==> config.mk <==
export PLATFORM = sky130hd
export DESIGN_NAME = adc_blank_fmt
export DESIGN_NICKNAME = d
export VERILOG_FILES = /design/src/rtl/adc_blank_fmt_pkg.sv /design/src/rtl/blank_delay.sv /design/src/rtl/fill_tracker.sv /design/src/rtl/out_stage.sv /design/src/rtl/adc_blank_fmt.sv
export SDC_FILE = /design/constraint.sdc
export NUM_CORES = 1
export LEC_CHECK = 0
export CORE_MARGIN = 2
export CORE_UTILIZATION = 39
export DETAILED_ROUTE_END_ITERATION = 12
export PLACE_DENSITY = 0.85
export SLEW_MARGIN = 25
export SYNTH_ARGS = -nofsm -noshare
export SYNTH_HDL_FRONTEND = slang
export SYNTH_SLANG_ARGS = --single-unit
==> constraint.sdc <==
create_clock -name clk -period 1.48 [get_ports clk]
set_input_delay 0.296 -clock clk [delete_from_list [all_inputs] [get_ports clk]]
set_output_delay 0.296 -clock clk [all_outputs]
set_load 0.1 [all_outputs]
==> src/rtl/adc_blank_fmt_pkg.sv <==
package adc_blank_fmt_pkg;

    typedef enum logic [1:0] {
        SRC_DATA  = 2'd0,
        SRC_BLACK = 2'd1,
        SRC_ZERO  = 2'd2
    } out_src_t;

    typedef struct packed {
        logic pwr_dn;
        logic blank_act;
    } ovr_t;

    // Power-down wins over blanking, blanking wins over data.
    function automatic out_src_t pick_src(input ovr_t o);
        if (o.pwr_dn)
            return SRC_ZERO;
        else if (o.blank_act)
            return SRC_BLACK;
        else
            return SRC_DATA;
    endfunction

    // Straight binary: code 0 is negative full scale.
    function automatic int unsigned black_code(input int unsigned offset);
        return offset;
    endfunction

endpackage

==> src/rtl/blank_delay.sv <==
module blank_delay #(
    parameter int LATENCY = 6
) (
    input  logic clk,
    input  logic rst,
    input  logic blank_n,
    output logic blank_act
);
    // chain[0] is the live input; chain[LATENCY-1] feeds the output register,
    // which adds the last edge of delay.
    logic [LATENCY-1:0] chain;

    assign chain[0] = blank_n;

    for (genvar g = 1; g < LATENCY; g++) begin : g_stage
        always_ff @(posedge clk) begin
            if (rst)
                chain[g] <= 1'b1;
            else
                chain[g] <= chain[g-1];
        end
    end

    assign blank_act = ~chain[LATENCY-1];

endmodule

==> src/rtl/fill_tracker.sv <==
module fill_tracker #(
    parameter int LATENCY = 6
) (
    input  logic clk,
    input  logic rst,
    input  logic pwr_dn,
    output logic valid
);
    localparam int CW = $clog2(LATENCY + 1);
    localparam logic [CW-1:0] FULL = CW'(LATENCY);

    logic [CW-1:0] cnt;
    logic [CW-1:0] cnt_nx;

    always_comb begin
        cnt_nx = (cnt == FULL) ? cnt : cnt + 1'b1;
    end

    always_ff @(posedge clk) begin
        if (rst || pwr_dn) begin
            cnt   <= '0;
            valid <= 1'b0;
        end else begin
            cnt   <= cnt_nx;
            valid <= (cnt_nx == FULL);
        end
    end

    assert_pd_invalid_R8: assert property (@(posedge clk) disable iff (rst)
        pwr_dn |=> !valid);

    assert_valid_hold_R7: assert property (@(posedge clk) disable iff (rst)
        (valid && !pwr_dn) |=> valid);

endmodule

==> src/rtl/out_stage.sv <==
module out_stage
    import adc_blank_fmt_pkg::*;
#(
    parameter int DATA_W       = 10,
    parameter int BLACK_OFFSET = 32
) (
    input  logic              clk,
    input  logic              rst,
    input  logic [DATA_W-1:0] raw_word,
    input  ovr_t              ovr,
    output logic [DATA_W-1:0] out_word
);
    localparam logic [DATA_W-1:0] BLACK = DATA_W'(black_code(BLACK_OFFSET));

    out_src_t            src;
    logic [DATA_W-1:0]   nxt;

    always_comb begin
        src = pick_src(ovr);
        unique case (src)
            SRC_ZERO:  nxt = '0;
            SRC_BLACK: nxt = BLACK;
            default:   nxt = raw_word;
        endcase
    end

    always_ff @(posedge clk) begin
        if (rst)
            out_word <= '0;
        else
            out_word <= nxt;
    end

    assert_pd_zero_R2: assert property (@(posedge clk) disable iff (rst)
        ovr.pwr_dn |=> (out_word == '0));

    assert_black_code_R3: assert property (@(posedge clk) disable iff (rst)
        (!ovr.pwr_dn && ovr.blank_act) |=> (out_word == BLACK));

    assert_pass_data_R1: assert property (@(posedge clk) disable iff (rst)
        (!ovr.pwr_dn && !ovr.blank_act) |=> (out_word == $past(raw_word)));

endmodule

==> src/rtl/adc_blank_fmt.sv <==
module adc_blank_fmt
    import adc_blank_fmt_pkg::*;
#(
    parameter int DATA_W       = 10,
    parameter int LATENCY      = 6,
    parameter int BLACK_OFFSET = 32
) (
    input  logic              clk,
    input  logic              rst,
    input  logic [DATA_W-1:0] raw_word,
    input  logic              blank_n,
    input  logic              pwr_dn,
    output logic [DATA_W-1:0] out_word,
    output logic              out_valid
);
    ovr_t ovr;
    logic blank_act;

    initial begin
        assert_latency_R10: assert (LATENCY >= 1);
    end

    blank_delay #(.LATENCY(LATENCY)) u_delay (
        .clk       (clk),
        .rst       (rst),
        .blank_n   (blank_n),
        .blank_act (blank_act)
    );

    always_comb begin
        ovr.pwr_dn    = pwr_dn;
        ovr.blank_act = blank_act;
    end

    out_stage #(.DATA_W(DATA_W), .BLACK_OFFSET(BLACK_OFFSET)) u_out (
        .clk      (clk),
        .rst      (rst),
        .raw_word (raw_word),
        .ovr      (ovr),
        .out_word (out_word)
    );

    fill_tracker #(.LATENCY(LATENCY)) u_fill (
        .clk    (clk),
        .rst    (rst),
        .pwr_dn (pwr_dn),
        .valid  (out_valid)
    );

    assert_pd_wins_R5: assert property (@(posedge clk) disable iff (rst)
        (pwr_dn && blank_act) |=> (out_word == '0 && !out_valid));

endmodule

==> results.toml <==
[placement]
hpwlAfterDp_um = 835
port_buffers = 24
gp_congestion = 0.739
placed_area_um2 = 970

[global_routing]
overflow = 0
grt_max_degree = 12
grt_pass1_wl_um = 1860
grt.total_usage_pct = 14.5
first_global_vias = 436
antenna_found_initial = 0

[timing]
setup_tns_ns = 0
fmax_mhz = 766
period_needed_ns = 1.31
setup_viol = 0
slew-limit-headroom_pct = 84.5
fin_worst_skew_ns = 0.00631
finalHoldViolations = 0
post-route-period-util_pct = 88.2
tightest_slew_ns = 0.232
rsz0062_at_grt = "false"
report.final.slew_viol_count = 0

[logic_synthesis]
synth-xor-area-share_pct = 1.49
ys_seq_area_share_pct = 64.5
syn_avg_cell_area_um2 = 11.3
yosysUniqueCellTypes = 16
synth_top_family_by_area = "simple AND/OR/NAND/NOR gates"
synth_seq_cells = 19
synth-simple-area-share_pct = 19.5
synthMuxAreaShare_pct = 0
ys.warnings.count = 0
syn_inst = 52
syn-num-nets = 68
syn_area_um2 = 589
synth_adder_area_share_pct = 4.25
synth_compound_area_share_pct = 7.43

[routing]
drtIter0Drc = 5
wl_met1_um = 519
route.met2.wl_um = 421
ant_nets = 0
finalWirelength_um = 1100
top_layer = "met4"
routed-wl-met3_um = 121
drc_errors = 0
wl_per_cell_um = 11.4
first_pass_iters = 3
via_count = 461
via_per_inst = 4.75

[floorplanning]
die_w_um = 42.9
core_area_um2 = 1450
start_util_pct = 40.5
io_pins = 25
rows = 14
fp.dieH_um = 42.9
dieArea_um2 = 1840

[clock_network]
ctsHtreeMaxLevel = 1
cts_resized = 0
clk_pin_slew_worst_paths_ns = 0.11
clkSinkCount = 19
cts_root_buf = "clkbuf_4"
cts_hold_buf = 0
cts_tree = "built"
cts_buffers = 3
cts_setup_buffers = 0
clk-insertion-delay-late_ns = 0.30
clockBufferDepth = 2

[pwr]
p_leak_nw = 0.433
peakVddDrop_mv = 0.638
power.density_nw_per_um2 = 991

[hold_path]
hp-start = "u_delay.chain[2]"
hold_end = "u_delay.chain[3]"
hold-path-cell-count = 1
worst_hold_path_type = "reg -> reg"

[worst_setup_path]
startpoint_type = "register"
r2r_start = "u_fill.cnt[0]"
criticalPathCategory = "reg -> reg"
r2r_end = "u_fill.valid"
cp_data_arrival_time_ns = 1.52
crit_required_ns = 1.69
ff2ff_path_depth = 5
worst-r2r-setup-slack_ns = 0.17
cp-end-kind = "register"
crit_fanout = 5

[finish]
n_fill_cell = 108
drive_above_1_share_pct = 27.2
syn_to_final_growth_pct = 69.2
fin_nets = 98
n_antenna_cell = 0
fin_area_um2 = 997

[run]
max_cap_violations = 0

[run_status]
outcome = "finished, final reports clean"
## area by class of cell
type                            instances  area (µm²)  share of cell area (%)
Inverter                                3        11.3                    1.13
Clock buffer                            3        22.5                    2.26
Clock inverter                          1        5.00                   0.502
Tap cell                               16        20.0                    2.01
Sequential cell                        19         380                    38.1
Multi-Input combinational cell         29         193                    19.3
Timing Repair Buffer                   26         365                    36.6
## Yosys cell counts
library cell  number  area share (%)
and4b_1            1             1.7
o21ai_0            1            0.85
dfxtp_1           19              65
a31oi_1            2             2.1
buf_2              1            0.85
nand2_1            1            0.64
nor2_1             1            0.64
or2_2              5             5.3
a21oi_1            2             1.7
and3_1             9             9.6
nor3_1             2             1.7
a21boi_0           1             1.3
a311oi_1           1             1.5
xnor2_1            1             1.5
inv_1              3             1.9
ha_1               2             4.2
## critical path: stages, from the launching register on
cell	delay [ns]
dfxtp_1	0.43
inv_1	0.07
ha_1	0.29
a21oi_1	0.16
a21oi_1	0.09
a311oi_1	0.18
## kinds of logic (layout without fill, tap and decap cells)
logic type,count (synthesis),in the layout
AOI/OAI and AO/OA,7,7
xor gates and xnor gates,1,1
adders and majority gates,2,2
buffers and inverters,4,33
DFF,19,19
and+or+nand+nor,19,19
## stage by stage
step / setup slack, ns / util (%) / hold WS [ns] / power (mW) / instances
3_3_place_gp: 0.192 / 66.7 / 0.394 / 0.743 / 93
5_1_grt: 0.0431 / 68.6 / 0.442 / 1.03 / 97
6_report: 0.175 / 68.6 / 0.419 / 0.988 / 97
2_1_floorplan: 0.275 / - / 0.373 / 0.651 / 52
4_1_cts: 0.166 / 68.6 / 0.417 / 0.996 / 97
3_5_place_dp: 0.142 / 66.7 / 0.393 / 0.747 / 93
## state kept, by name (all words and copies together), names as in the netlist
signal	count
u_delay.chain	5
u_fill.cnt	3
u_fill.valid	1
u_out.out_word	10
## how the worst max path moves through the flow
stage,startpoint,endpoint,slack [ns],cells after the start
CTS,u_fill.cnt[0],u_fill.valid,0.17,5
global placement,rst,u_fill.valid,0.19,4
floorplan,u_fill.valid,out_valid,0.28,0
global route,u_fill.cnt[0],u_fill.valid,0.04,5
finish,u_fill.cnt[0],u_fill.valid,0.17,5
detailed placement,pwr_dn,u_fill.valid,0.14,4
## cells in the final DEF (no fill, tap or decap), drive strengths merged
master / netlist / routed
buf: 1 / 13
xnor2: 1 / 1
nor3: 2 / 2
a311oi: 1 / 1
and3: 9 / 9
o21ai: 1 / 1
nand2: 1 / 1
inv: 3 / 3
clkinv: 0 / 1
clkdlybuf4s50: 0 / 13
nor2: 1 / 1
clkbuf: 0 / 3
or2: 5 / 5
a31oi: 2 / 2
ha: 2 / 2
a21boi: 1 / 1
dfxtp: 19 / 19
and4b: 1 / 1
a21oi: 2 / 2
## per-layer routing
layer	up-vias	GRT usage [%]
met5	-	0
met4	0	13.1
met3	4	3.40
met2	26	20.3
met1	194	18.2
li1	237	-
## power breakdown
part	internal [mW]	leakage, nW	switching [mW]
clock network	0.101	0.0177	0.153
logic	0.0879	0.259	0.104
registers	0.529	0.156	0.0131
No activity file was read; power rests on OpenSTA's default activity.
